$ cat src/rtl/evt_pkg.sv
package evt_pkg;
  typedef enum logic {
    DST_RUN  = 1'b0,
    DST_IDLE = 1'b1
  } dst_mode_e;
endpackage

$ cat src/rtl/evt_mask_bank.sv
module evt_mask_bank #(
  parameter int N_SRC = 8,
  parameter int N_DST = 4,
  parameter int DST_W = (N_DST > 1) ? $clog2(N_DST) : 1
) (
  input  logic             clk_i,
  input  logic             rst_ni,
  input  logic [N_SRC-1:0] src_evt_i,
  input  logic             cfg_we_i,
  input  logic [DST_W-1:0] cfg_dst_i,
  input  logic [N_SRC-1:0] cfg_mask_i,
  output logic [N_DST-1:0] hit_o
);
  logic [N_SRC-1:0] mask_q [N_DST];

  for (genvar d = 0; d < N_DST; d++) begin : g_dst
    always_ff @(posedge clk_i or negedge rst_ni) begin
      if (!rst_ni)                                   mask_q[d] <= '0;
      else if (cfg_we_i && cfg_dst_i == DST_W'(d))   mask_q[d] <= cfg_mask_i;
    end
    assign hit_o[d] = |(src_evt_i & mask_q[d]);
  end
endmodule

$ cat src/rtl/evt_dst_slot.sv
module evt_dst_slot
  import evt_pkg::*;
(
  input  logic clk_i,
  input  logic rst_ni,
  input  logic hit_i,
  input  logic clr_i,
  input  logic wait_i,
  output logic pending_o,
  output logic wake_o,
  output logic idle_o
);
  logic      pend_q, wake_q;
  dst_mode_e mode_q, mode_d;

  always_comb begin
    mode_d = mode_q;
    if (hit_i)                        mode_d = DST_RUN;
    else if (wait_i && !pend_q)       mode_d = DST_IDLE;
  end

  always_ff @(posedge clk_i or negedge rst_ni) begin
    if (!rst_ni) begin
      pend_q <= 1'b0;
      wake_q <= 1'b0;
      mode_q <= DST_RUN;
    end else begin
      pend_q <= hit_i | (pend_q & ~clr_i);  // new event outranks clear
      wake_q <= hit_i;
      mode_q <= mode_d;
    end
  end

  assign pending_o = pend_q;
  assign wake_o    = wake_q;
  assign idle_o    = (mode_q == DST_IDLE);
endmodule

$ cat src/rtl/evt_route_net.sv
module evt_route_net #(
  parameter int N_SRC = 8,
  parameter int N_DST = 4,
  parameter int DST_W = (N_DST > 1) ? $clog2(N_DST) : 1
) (
  input  logic             clk_i,
  input  logic             rst_ni,
  input  logic [N_SRC-1:0] src_evt_i,
  input  logic             cfg_we_i,
  input  logic [DST_W-1:0] cfg_dst_i,
  input  logic [N_SRC-1:0] cfg_mask_i,
  input  logic [N_DST-1:0] clr_i,
  input  logic [N_DST-1:0] wait_i,
  output logic [N_DST-1:0] pending_o,
  output logic [N_DST-1:0] wake_o,
  output logic [N_DST-1:0] idle_o
);
  logic [N_DST-1:0] dst_hit;

  evt_mask_bank #(.N_SRC(N_SRC), .N_DST(N_DST), .DST_W(DST_W)) u_mask (
    .clk_i     (clk_i),
    .rst_ni    (rst_ni),
    .src_evt_i (src_evt_i),
    .cfg_we_i  (cfg_we_i),
    .cfg_dst_i (cfg_dst_i),
    .cfg_mask_i(cfg_mask_i),
    .hit_o     (dst_hit)
  );

  for (genvar d = 0; d < N_DST; d++) begin : g_slot
    evt_dst_slot u_slot (
      .clk_i    (clk_i),
      .rst_ni   (rst_ni),
      .hit_i    (dst_hit[d]),
      .clr_i    (clr_i[d]),
      .wait_i   (wait_i[d]),
      .pending_o(pending_o[d]),
      .wake_o   (wake_o[d]),
      .idle_o   (idle_o[d])
    );
  end
endmodule

$ cat config.mk
export PLATFORM = sky130hd
export DESIGN_NAME = evt_route_net
export DESIGN_NICKNAME = d
export VERILOG_FILES = /design/src/rtl/evt_pkg.sv /design/src/rtl/evt_mask_bank.sv /design/src/rtl/evt_dst_slot.sv /design/src/rtl/evt_route_net.sv
export SDC_FILE = /design/constraint.sdc
export NUM_CORES = 1
export LEC_CHECK = 0
export BUFFER_PORTS_ARGS = -buffer_cell sky130_fd_sc_hd__buf_2
export CAP_MARGIN = 20
export CELL_PAD_IN_SITES_DETAIL_PLACEMENT = 1
export CELL_PAD_IN_SITES_GLOBAL_PLACEMENT = 1
export CORE_MARGIN = 4
export CORE_UTILIZATION = 46
export CTS_CLUSTER_SIZE = 14
export DETAILED_ROUTE_END_ITERATION = 10
export GPL_TIMING_DRIVEN = 1
export PLACE_DENSITY_LB_ADDON = 0.1
export SLEW_MARGIN = 40
export SYNTH_ARGS = -nofsm -noshare
export SYNTH_HDL_FRONTEND = slang
export SYNTH_SLANG_ARGS = --single-unit
$ cat constraint.sdc
create_clock -name clk_i -period 2.7 [get_ports clk_i]
set_input_delay 0.54 -clock clk_i [delete_from_list [all_inputs] [get_ports clk_i]]
set_output_delay 0.54 -clock clk_i [all_outputs]
set_load 0.01 [all_outputs]
---- Yosys cells after proc, flatten, opt, wreduce, memory -nomap -nowiden ----
Index checks and enable logic that the tools add are counted.
storage, ports and cells
  bits in registers ....................... 44
  output and inout bits ................... 12
  word-level logic and storage cells ...... 64
  input bits .............................. 29
operators by class
  equality and inequality tests ........... 3
  muxes and demuxes ....................... 8
  reduce and logical (&&, ||, !) cells .... 21
  bitwise operators ....................... 16
operators with widths
  cell                                                                    number
  8-bit bitwise AND                                                       4
  8-bit OR reduction                                                      4
  1-bit logical AND                                                       8
  1-bit two-way mux                                                       8
  2-bit nonzero test                                                      4
  1-bit bitwise AND                                                       4
  2-bit equality test (second input constant)                             2
  1-bit logical NOT                                                       4
  1-bit inverter                                                          4
  1-bit bitwise OR                                                        4
  2-bit by 1-bit equality test with 1-bit output (second input constant)  1
  2-bit logical NOT                                                       1

---- Longest topological paths before layout ----
Gate-level depths: netlist (run 1).
  depth in word-level cells ............... 4
  gate-level depth with buffers ........... 3
  depth with buffers taken out ............ 3

---- Cells and area by module ----
From an unflattened synthesis (run 1), not the netlist that was laid out.
unflattened totals
  cells, all modules ...................... 120
  area, all modules ....................... 1,783.0 µm²
modules (own cells, without submodules)
  module         area an instance (µm²)  cells an instance  times used  sequential area each (µm²)
  evt_mask_bank  1,357.6                 88                 1           800.8
  evt_dst_slot   106.4                   8                  4           75.1

---- Worst setup path after synthesis (run 1) ----
OpenSTA, ideal clock, no wires.
  kind .................................... input to register
  start ................................... input cfg_dst_i[1]
  end ..................................... register u_mask.mask_q[24] in the netlist's numbering
  library setup time ...................... 0.125 ns
  slack ................................... 1.337 ns
  path buffers ............................ 0
  data required time ...................... 2.575 ns
  arrival ................................. 1.238 ns
  stages on the path ...................... 2
  cell sequence ........................... nor3b_4 -> mux2_2
between the ends
  longest elaborated chain between the ends .. 2
RTL lines
  item                             line                 source
  from (decl)                      evt_route_net.sv:10  input logic [DST_W-1:0] cfg_dst_i,
  2-bit logical NOT                evt_mask_bank.sv:19  else if (cfg_we_i && cfg_dst_i == DST_W'(d)) mask_q[d] <= cfg_mask_i;
  1-bit logical AND                evt_mask_bank.sv:19
  to (signal, indexed assignment)  evt_mask_bank.sv:19
  to (decl)                        evt_mask_bank.sv:14  logic [N_SRC-1:0] mask_q [N_DST];
Every way passes these cells.
A chain may end at the register's enable or synchronous reset.

---- Final worst setup path (run 1) ----
  start ................................... register g_slot[0].u_slot.pend_q
  end ..................................... output pending_o[0]
RTL lines
  item                    line                 source
  from (decl)             evt_dst_slot.sv:13   logic pend_q, wake_q;
  from (signal assigned)  evt_dst_slot.sv:28   pend_q <= hit_i | (pend_q & ~clr_i);
  to (decl)               evt_route_net.sv:14  output logic [N_DST-1:0] pending_o,
No word-level cell between the ends.

==> impl_metrics.csv, run 1 <==
group,metric,value,unit
worst_setup_path,cp_slowest_stage_delay,0.38,ns
pwr,total_power,1.43,mW
worst_setup_path,reg2reg_from,"u_mask.mask_q[8]",
layout,regArea,0.00110,mm2
layout,final_cell_mix,"dfrtp_1 (44), buf_2 (39), mux2_2 (32)",
worst_setup_path,worstPathArrival,0.81,ns
clock_network,cts_buffer_depth,2,
die,die_y,71.2,um
logic_synthesis,synth.yosys.warnings,0,
detailed_routing,drc,0,
timing,max_freq,0.741,GHz
pwr,powerDensity,686,mW/mm2
worst_setup_path,start_kind,"flip-flop",
worst_setup_path,crit_slowest_cell,"dfrtp_1",
worst_setup_path,startpoint,"g_slot[0].u_slot.pending_o",
die,die_area,0.00507,mm2
layout,n_antenna_cell,0,
worst_setup_path,cp_num_buf_inv,1,
die,num_rows,22,
clock_network,cts-htree-levels,2,
outcome,status,"completed",
timing,finalMaxSlewViolations,0,
global_routing,grtUsageTotal,16.6,%
place,dp_slack,1.07,ns
place,hpwl,2940,um
layout,nets,192,
clock_network,clock_sinks,44,
worst_setup_path,critPathMaxFanout,2,
global_routing,grt_pass1_wl,6400,um
worst_setup_path,path_cells,"buf_2",
detailed_routing,avgViaCountPerCell,5.41,
pwr,p_leak,0.964,nW
die,fp.dieW,71.2,um
logic_synthesis,yosysUniqueCellTypes,17,
layout,multi_input_area,631,um2
global_routing,antenna_found_initial,0,
die,pin_count,41,
place,io_buffer_count,40,
flow_run,cap_viol_max_count,0,
detailed_routing,routed_wire_length_per_instance,18.1,um
hold_path,hold_path.class,"input port to async pin",
timing,hold_violations,0,
worst_setup_path,worstPathRequired,2.16,ns
detailed_routing,vias,1131,
timing,fin_tns_setup,0,ns
logic_synthesis,synth_fp_nets,157,
worst_setup_path,endpoint_kind,"primary output",
worst_setup_path,crit_family,"flip-flops",
layout,area_growth,13.1,%
place,post-place-cells,204,
timing,rsz0062_at_grt,"no",
timing,worst_pin_slew,0.534,ns
timing,period_share,50.0,%
clock_network,holdBufCountCts,0,
clock_network,clk_root_buffer_cell,"clkbuf_8",
detailed_routing,ant_nets,0,
timing,clock_skew,0.00460,ns
detailed_routing,drt-pass1-iter-count,4,
die,start_util,48.7,%
global_routing,grt_max_degree,45,
pwr,ir_drop,313,uV
timing,max-slew-margin-rel,64.4,%
clock_network,cts_resized,0,
clock_network,cts.reportedPaths.clkPinSlew,0.07,ns
logic_synthesis,synthCells,128,
timing,setup_viol,0,
clock_network,clk_latency,0.29,ns
clock_network,postCtsSetupBuffers,0,
timing,final.setup.worst_slack,1.35,ns
clock_network,cts_tree,"yes",
logic_synthesis,ys_seq_area_share,59.9,%
layout,drive_gt1_share,50.3,%
clock_network,cts_buffers,5,
logic_synthesis,syn_area,0.00184,mm2
layout,final_common_cell,"dfrtp_1",
detailed_routing,drt_iter0_markers,34,
layout,fin_cells,209,
layout,fillCellCount,389,
logic_synthesis,syn_avg_cell_area,14.3,um2
die,core_area,0.00377,mm2
place,place_congestion,0.719,
detailed_routing,wl,3790,um
global_routing,grt-ovfl-total,0,
layout,fin_util,55.1,%
global_routing,grt_pass1_vias,1300,
logic_synthesis,ys_seq_elements,44,
timing,min_period,1.35,ns
worst_setup_path,worstSetupPathType,"flip-flop to primary output",
## final timing paths
path | slack (ns) | end | depth (start not counted)
max | 1.35 | pending_o[0] | 1
min | 0.24 | g_slot[2].u_slot.pending_o | 1
max reg2reg | 1.39 | g_slot[2].u_slot.idle_o | 3
min reg2reg | 0.49 | g_slot[3].u_slot.idle_o | 2
max in group asynchronous | 2.11 | u_mask.mask_q[3] | 1
min in group clk_i | 0.41 | g_slot[0].u_slot.pending_o | 2
## synthesized netlist by cell type, drive strengths merged
master / count / area share [%]
mux2: 32 / 20
o21bai: 3 / 1.2
a22oi: 14 / 5.7
dfrtp: 44 / 60
and4b: 1 / 0.54
nand3b: 2 / 1.2
nor3b: 1 / 1.0
nor2: 3 / 0.61
a21oi: 4 / 1.1
nand3: 2 / 0.82
a22o: 1 / 0.48
nand4: 3 / 1.0
a221oi: 1 / 0.48
o2111ai: 1 / 0.48
inv: 4 / 0.82
buf: 12 / 4.9
## sequential cells by signal, indices dropped and copies added (netlist names)
register / cells
u_mask.mask_q: 32
g_slot.u_slot.idle_o: 4
g_slot.u_slot.wake_o: 4
g_slot.u_slot.pending_o: 4
## per-layer routing
metal  track usage (%)  routed length, um  up-vias
li1                  -                  -      527
met1              19.7               1580      566
met2              29.6               1940       33
met3              4.40                228        5
met4              4.38                 43        0
met5                 0                  0        -
## power by group
group,internal (mW),switching (mW)
Combinational,0.130,0.114
Sequential,0.765,0.0563
Clock,0.167,0.194
## cell families after synthesis
group / share of synthesized area [%]
AOI/OAI and AO/OA: 9.47
buffers and inverters: 5.72
DFF: 59.9
muxes: 19.6
and+or+nand+nor: 5.25
## layout make-up
| class | count | area share, % |
|---|---|---|
| clock buffers | 5 | 3.31 |
| inverters | 4 | 0.722 |
| multi-input cells | 68 | 30.3 |
| flip-flops and latches | 44 | 53.0 |
| well taps | 48 | 2.89 |
| repair buffers | 40 | 9.75 |
## metrics by stage
stage | area (um2) | hold WS, ns
2_1_floorplan | 1840 | 0.244
3_3_place_gp | 2010 | 0.469
3_5_place_dp | 2010 | 0.481
4_1_cts | 2080 | 0.243
5_1_grt | 2080 | 0.273
6_report | 2080 | 0.235
Note: power is estimated with default switching activity, not from simulation.
==> run 2: changes to the inputs <==
CORE_UTILIZATION = 39   (was 46)
clock period = 1.1 ns   (was 2.7 ns; I/O delays follow)
==> run 2 against run 1 <==
  * The flow now finishes with violations (setup timing)
  * Worst hold slack got worse by 0.15 ns
  * Routed wire length is 3.3% higher
  * Clock power rose to 2.9 times the previous value
  * Register-to-register slack lost 1.5 ns
  * Count of clock-buffer cells in the layout rose by 3
  * Final cell count increased by 5.7%
  * Setup slack worse by 1.4 ns
  * Utilization fell by 5.8 points
  * Sequential share of layout area fell by 2.8 points
  * Critical endpoint is now g_slot[3].u_slot.pending_o
  * Highest routed layer unchanged
==> impl_metrics.csv, run 2 (synthesized netlist as in run 1, its figures left out) <==
group,metric,value,unit
detailed_routing,drt_iter0_markers,56,
timing,worst_pin_slew,0.310,ns
layout,n_antenna_cell,0,
timing,final.setup.worst_slack,-0.0856,ns
detailed_routing,vias,1177,
timing,min_period,1.19,ns
timing,period_share,108,%
worst_setup_path,endpoint_kind,"flip-flop",
detailed_routing,wl,3920,um
layout,final_cell_mix,"dfrtp_1 (44), buf_2 (40), mux2_2 (32)",
flow_run,cap_viol_max_count,0,
timing,fin_tns_setup,-0.235,ns
timing,setup_viol,4,
worst_setup_path,worstSetupPathType,"flip-flop to flip-flop",
outcome,violations,"setup timing",
layout,final_common_cell,"dfrtp_1",
outcome,status,"complete, but fails checks",
place,io_buffer_count,40,
detailed_routing,routed_wire_length_per_instance,17.7,um
clock_network,cts-htree-levels,2,
die,core_area,0.00444,mm2
global_routing,grt_max_degree,45,
hold_path,hold-path-cell-count,2,
die,start_util,41.3,%
global_routing,grt-ovfl-total,0,
global_routing,grtUsageTotal,14.2,%
timing,max-slew-margin-rel,79.3,%
timing,rsz0062_at_grt,"yes",
place,post_dp_cell_area,0.00205,mm2
worst_setup_path,reg2reg_from,"u_mask.mask_q[0]",
clock_network,clk_root_buffer_cell,"clkbuf_8",
layout,fin_area,0.00219,mm2
worst_setup_path,r2r_setup_slack,-0.09,ns
timing,clock_skew,0.00402,ns
layout,nets,197,
global_routing,antenna_found_initial,0,
pwr,total_power,3.70,mW
layout,drive_gt1_share,53.8,%
die,fp.dieW,76.6,um
clock_network,cts_buffer_depth,2,
worst_setup_path,worstReg2RegEnd,"g_slot[3].u_slot.pending_o",
hold_path,hold_path_end,"g_slot[3].u_slot.pending_o",
die,die_y,76.6,um
pwr,ir_drop,613,uV
detailed_routing,avgViaCountPerCell,5.33,
die,pin_count,41,
place,hpwl,2920,um
die,num_rows,24,
worst_setup_path,worstPathRequired,1.28,ns
detailed_routing,ant_nets,0,
layout,fin_util,49.3,%
clock_network,clock_sinks,44,
worst_setup_path,rr_worst_depth,3,
detailed_routing,drc,0,
layout,area_growth,19.3,%
layout,largest_reg_flops,32,
die,die_area,0.00587,mm2
clock_network,cts_tree,"yes",
timing,max_freq,0.843,GHz
worst_setup_path,start_kind,"flip-flop",
clock_network,clk_latency,0.29,ns
place,place_congestion,0.720,
worst_setup_path,critPathMaxFanout,3,
hold_path,hold_path.class,"input port to flip-flop",
pwr,powerDensity,1690,mW/mm2
pwr,p_leak,1.01,nW
hold_path,min_from,"clr_i[3]",
layout,largest-register,"u_mask.mask_q",
timing,worst_hold_slack,0.0883,ns
global_routing,grt_pass1_vias,1293,
clock_network,cts_buffers,5,
timing,hold_violations,0,
detailed_routing,drt-pass1-iter-count,4,
clock_network,cts.reportedPaths.clkPinSlew,0.08,ns
timing,finalMaxSlewViolations,0,
global_routing,grt_pass1_wl,6380,um
worst_setup_path,worstPathArrival,1.37,ns
==> run 2: cell count changes in the layout (fill, tap and decap cells not counted) <==
cell | previous run | this run
a22oi_1 | 14 | 10
clkbuf_8 | 5 | 6
buf_12 | 0 | 1
dlygate4sd3_1 | 0 | 1
buf_2 | 39 | 40
a221oi_4 | 0 | 1
buf_4 | 1 | 3
a22oi_2 | 0 | 4
a221oi_1 | 1 | 0
clkbuf_1 | 0 | 2
==> run 2: metrics by stage <==
step / worst slack (ns) / instances
floorplan: 0.0437 / 128
global placement: -0.102 / 211
detailed placement: -0.133 / 211
CTS: -0.0956 / 220
global route: -0.157 / 221
finish: -0.0856 / 221
==> run 2: critical path, stage by stage (launching register included) <==
cell      delay, ns
dfrtp_1        0.38
a22oi_1        0.30
nand4_1        0.21
o21bai_1       0.20
==> run 2: layer usage <==
layer | global-route usage [%] | up-vias | wire (um) | share of wire (%)
met5 | 0 | - | 0 | 0
met4 | 4.89 | 0 | 50 | 1.3
met3 | 4.73 | 6 | 209 | 5.3
met2 | 23.9 | 33 | 2030 | 52
met1 | 16.9 | 596 | 1630 | 41
li1 | - | 542 | - | -
==> run 2: worst max-delay path by stage <==
stage	startpoint	endpoint	slack, ns	depth (start not counted)
floorplan	u_mask.mask_q[8]	g_slot[2].u_slot.pending_o	0.04	3
global placement	cfg_dst_i[1]	u_mask.mask_q[19]	-0.10	3
detailed placement	cfg_dst_i[1]	u_mask.mask_q[28]	-0.13	4
CTS	u_mask.mask_q[8]	g_slot[2].u_slot.pending_o	-0.1	3
global route	u_mask.mask_q[8]	g_slot[2].u_slot.pending_o	-0.16	3
finish	u_mask.mask_q[0]	g_slot[3].u_slot.pending_o	-0.09	3
==> run 2: report_power, final <==
group / switching [mW] / internal (mW)
clock network: 0.515 / 0.512
registers: 0.149 / 1.88
logic: 0.288 / 0.356
total: 0.952 / 2.75
==> run 2: final cells by class <==
| class | count | area [um2] |
|---|---|---|
| inverter | 4 | 15.0 |
| sequential | 44 | 1100 |
| timing repair buffer | 45 | 253 |
| tap | 52 | 65.1 |
| multi-input combinational | 68 | 668 |
| fill | 476 | 2250 |
| clock buffer | 8 | 90.1 |
==> run 2: what timing repair did <==
item,in CTS,in global routing
setup endpoints to repair,7,8
resized for setup,2,3
hold buffers,1,0
setup buffers,0,1
pin swaps,4,1
cloned,0,0
hold endpoints to repair,44,0
==> run 3: changes to the inputs <==
CORE_UTILIZATION = 43   (was 39)
CTS_BUF_LIST = sky130_fd_sc_hd__clkbuf_8 sky130_fd_sc_hd__clkbuf_16   (was unset)
clock period = 1.34 ns   (was 1.1 ns; I/O delays follow)
==> run 3 against run 2 <==
  * Maximum frequency decreased by 1.6%
  * Register-to-register slack improved by 0.22 ns
  * Critical endpoint is now g_slot[2].u_slot.idle_o
  * The run now ends clean
  * Largest power group unchanged
  * Final cell count is 1.8% lower
  * Clock skew rose by 0.0022 ns
==> impl_metrics.csv, run 3 (synthesized netlist as in run 1, its figures left out) <==
group,metric,value,unit
outcome,status,"completed",
clock_network,cts_buffers,5,
timing,max-slew-margin-rel,74.5,%
layout,drive_gt1_share,51.5,%
detailed_routing,drc,0,
layout,largest_reg_flops,32,
global_routing,antenna_found_initial,0,
pwr,p_leak,1.01,nW
layout,fin_util,53.6,%
worst_setup_path,cp_slowest_stage_delay,0.38,ns
global_routing,grt_max_degree,30,
global_routing,grt_pass1_vias,1300,
flow_run,cap_viol_max_count,0,
place,place_congestion,0.770,
worst_setup_path,worstReg2RegEnd,"g_slot[2].u_slot.idle_o",
worst_setup_path,critPathMaxFanout,3,
pwr,clkPwrFrac,31.2,%
layout,nets,195,
timing,worst_pin_slew,0.383,ns
worst_setup_path,worstSetupPathType,"flip-flop to flip-flop",
worst_setup_path,startpoint,"u_mask.mask_q[8]",
global_routing,grtUsageTotal,15.9,%
timing,finalMaxSlewViolations,0,
clock_network,clock_sinks,44,
worst_setup_path,path_cells,"a22o_1 > a221oi_2 > and4b_1",
place,io_buffer_count,40,
clock_network,cts.reportedPaths.clkPinSlew,0.08,ns
timing,min_period,1.20,ns
layout,n_antenna_cell,0,
clock_network,cts-htree-levels,2,
layout,final_cell_mix,"dfrtp_1 (44), buf_2 (40), mux2_2 (32)",
clock_network,clk_latency,0.30,ns
detailed_routing,drt_iter0_markers,50,
layout,largest-register,"u_mask.mask_q",
die,fp.dieW,73.4,um
timing,max_freq,0.830,GHz
worst_setup_path,endpoint_kind,"flip-flop",
global_routing,grt_pass1_wl,6300,um
detailed_routing,drt-pass1-iter-count,4,
timing,fin_tns_setup,0,ns
pwr,sw_frac_of_total,24.5,%
worst_setup_path,reg2reg_from,"u_mask.mask_q[8]",
pwr,p_seq_share,52.8,%
worst_setup_path,crit_slowest_cell,"dfrtp_1",
worst_setup_path,start_kind,"flip-flop",
worst_setup_path,rr_worst_depth,3,
die,core_area,0.00406,mm2
die,pin_count,41,
pwr,ir_drop,780,uV
die,num_rows,23,
pwr,p_int,2.36,mW
worst_setup_path,r2r_setup_slack,0.14,ns
die,die_y,73.4,um
timing,clock_skew,0.00625,ns
hold_path,hold-path-cell-count,2,
detailed_routing,avgViaCountPerCell,5.35,
global_routing,grt-ovfl-total,0,
die,die_area,0.00538,mm2
clock_network,clk_root_buffer_cell,"clkbuf_8",
timing,hold_violations,0,
worst_setup_path,endpoint,"g_slot[2].u_slot.idle_o",
clock_network,cts_buffer_depth,2,
detailed_routing,routed_wire_length_per_instance,17.6,um
detailed_routing,vias,1161,
layout,area_growth,18.3,%
die,start_util,45.3,%
worst_setup_path,worstPathArrival,1.44,ns
worst_setup_path,worstPathRequired,1.57,ns
pwr,switchingPower,0.768,mW
layout,final_common_cell,"dfrtp_1",
detailed_routing,ant_nets,0,
detailed_routing,wl,3830,um
pwr,powerDensity,1440,mW/mm2
timing,rsz0062_at_grt,"no",
pwr,comb_power_share,16.1,%
hold_path,hold_path.class,"input port to flip-flop",
clock_network,cts_tree,"yes",
timing,period_share,89.9,%
timing,setup_viol,0,
-- run 3: timing repair --
action                     CTS  global route
setup buffers                0             0
setup endpoints to repair    1             0
hold buffers                 1             0
hold endpoints to repair    15             0
resized for setup            1             0
-- run 3: power by group through the flow --
stage          logic (mW)  clock network (mW)  registers (mW)
5_1_grt             0.563                1.07            1.67
3_5_place_dp        0.508                   0            1.68
3_3_place_gp        0.485                   0            1.66
4_1_cts             0.516                1.00            1.65
6_report            0.503               0.975            1.65
2_1_floorplan       0.347                   0            1.64
-- run 3: cell type report --
class,count,area [um2]
Timing Repair Buffer,43,250
Multi-Input combinational cell,68,637
Fill cell,411,1880
Sequential cell,44,1100
Clock buffer,5,68.8
Inverter,4,15.0
Clock inverter,3,38.8
Tap cell,50,62.6
-- run 3: worst min path at each step --
stage                  start                          to  slack (ns)
global placement      rst_ni     g_slot[1].u_slot.wake_o        0.20
finish              clr_i[3]  g_slot[3].u_slot.pending_o        0.14
detailed placement    rst_ni     g_slot[1].u_slot.idle_o        0.21
floorplan             rst_ni     g_slot[0].u_slot.idle_o       -0.03
CTS                 clr_i[3]  g_slot[3].u_slot.pending_o        0.13
global route        clr_i[3]  g_slot[3].u_slot.pending_o        0.13
-- run 3: worst max-delay path, delay by kind of cell, from the launching register on --
family	cells	cell delay (ns)
simple gates	1	0.24
flops	1	0.38
compound gates	2	0.53
-- run 3: per-layer routing --
metal,routed length (um),GRT usage (%)
met3,201,4.65
met5,0,0
met2,1970,28.1
met1,1600,18.4
met4,59,5.43
-- run 3: metrics by stage --
step	instance area [um2]	hold WS [ns]	total power, mW	std cells	worst slack [ns]
after detailed placement	2050	0.211	2.18	208	0.00497
after global placement	2050	0.201	2.14	208	0.0784
after CTS	2170	0.133	3.17	217	0.123
after floorplan	1840	-0.0276	1.99	128	0.204
final	2170	0.137	3.13	217	0.135
after global routing	2170	0.127	3.31	217	0.0248
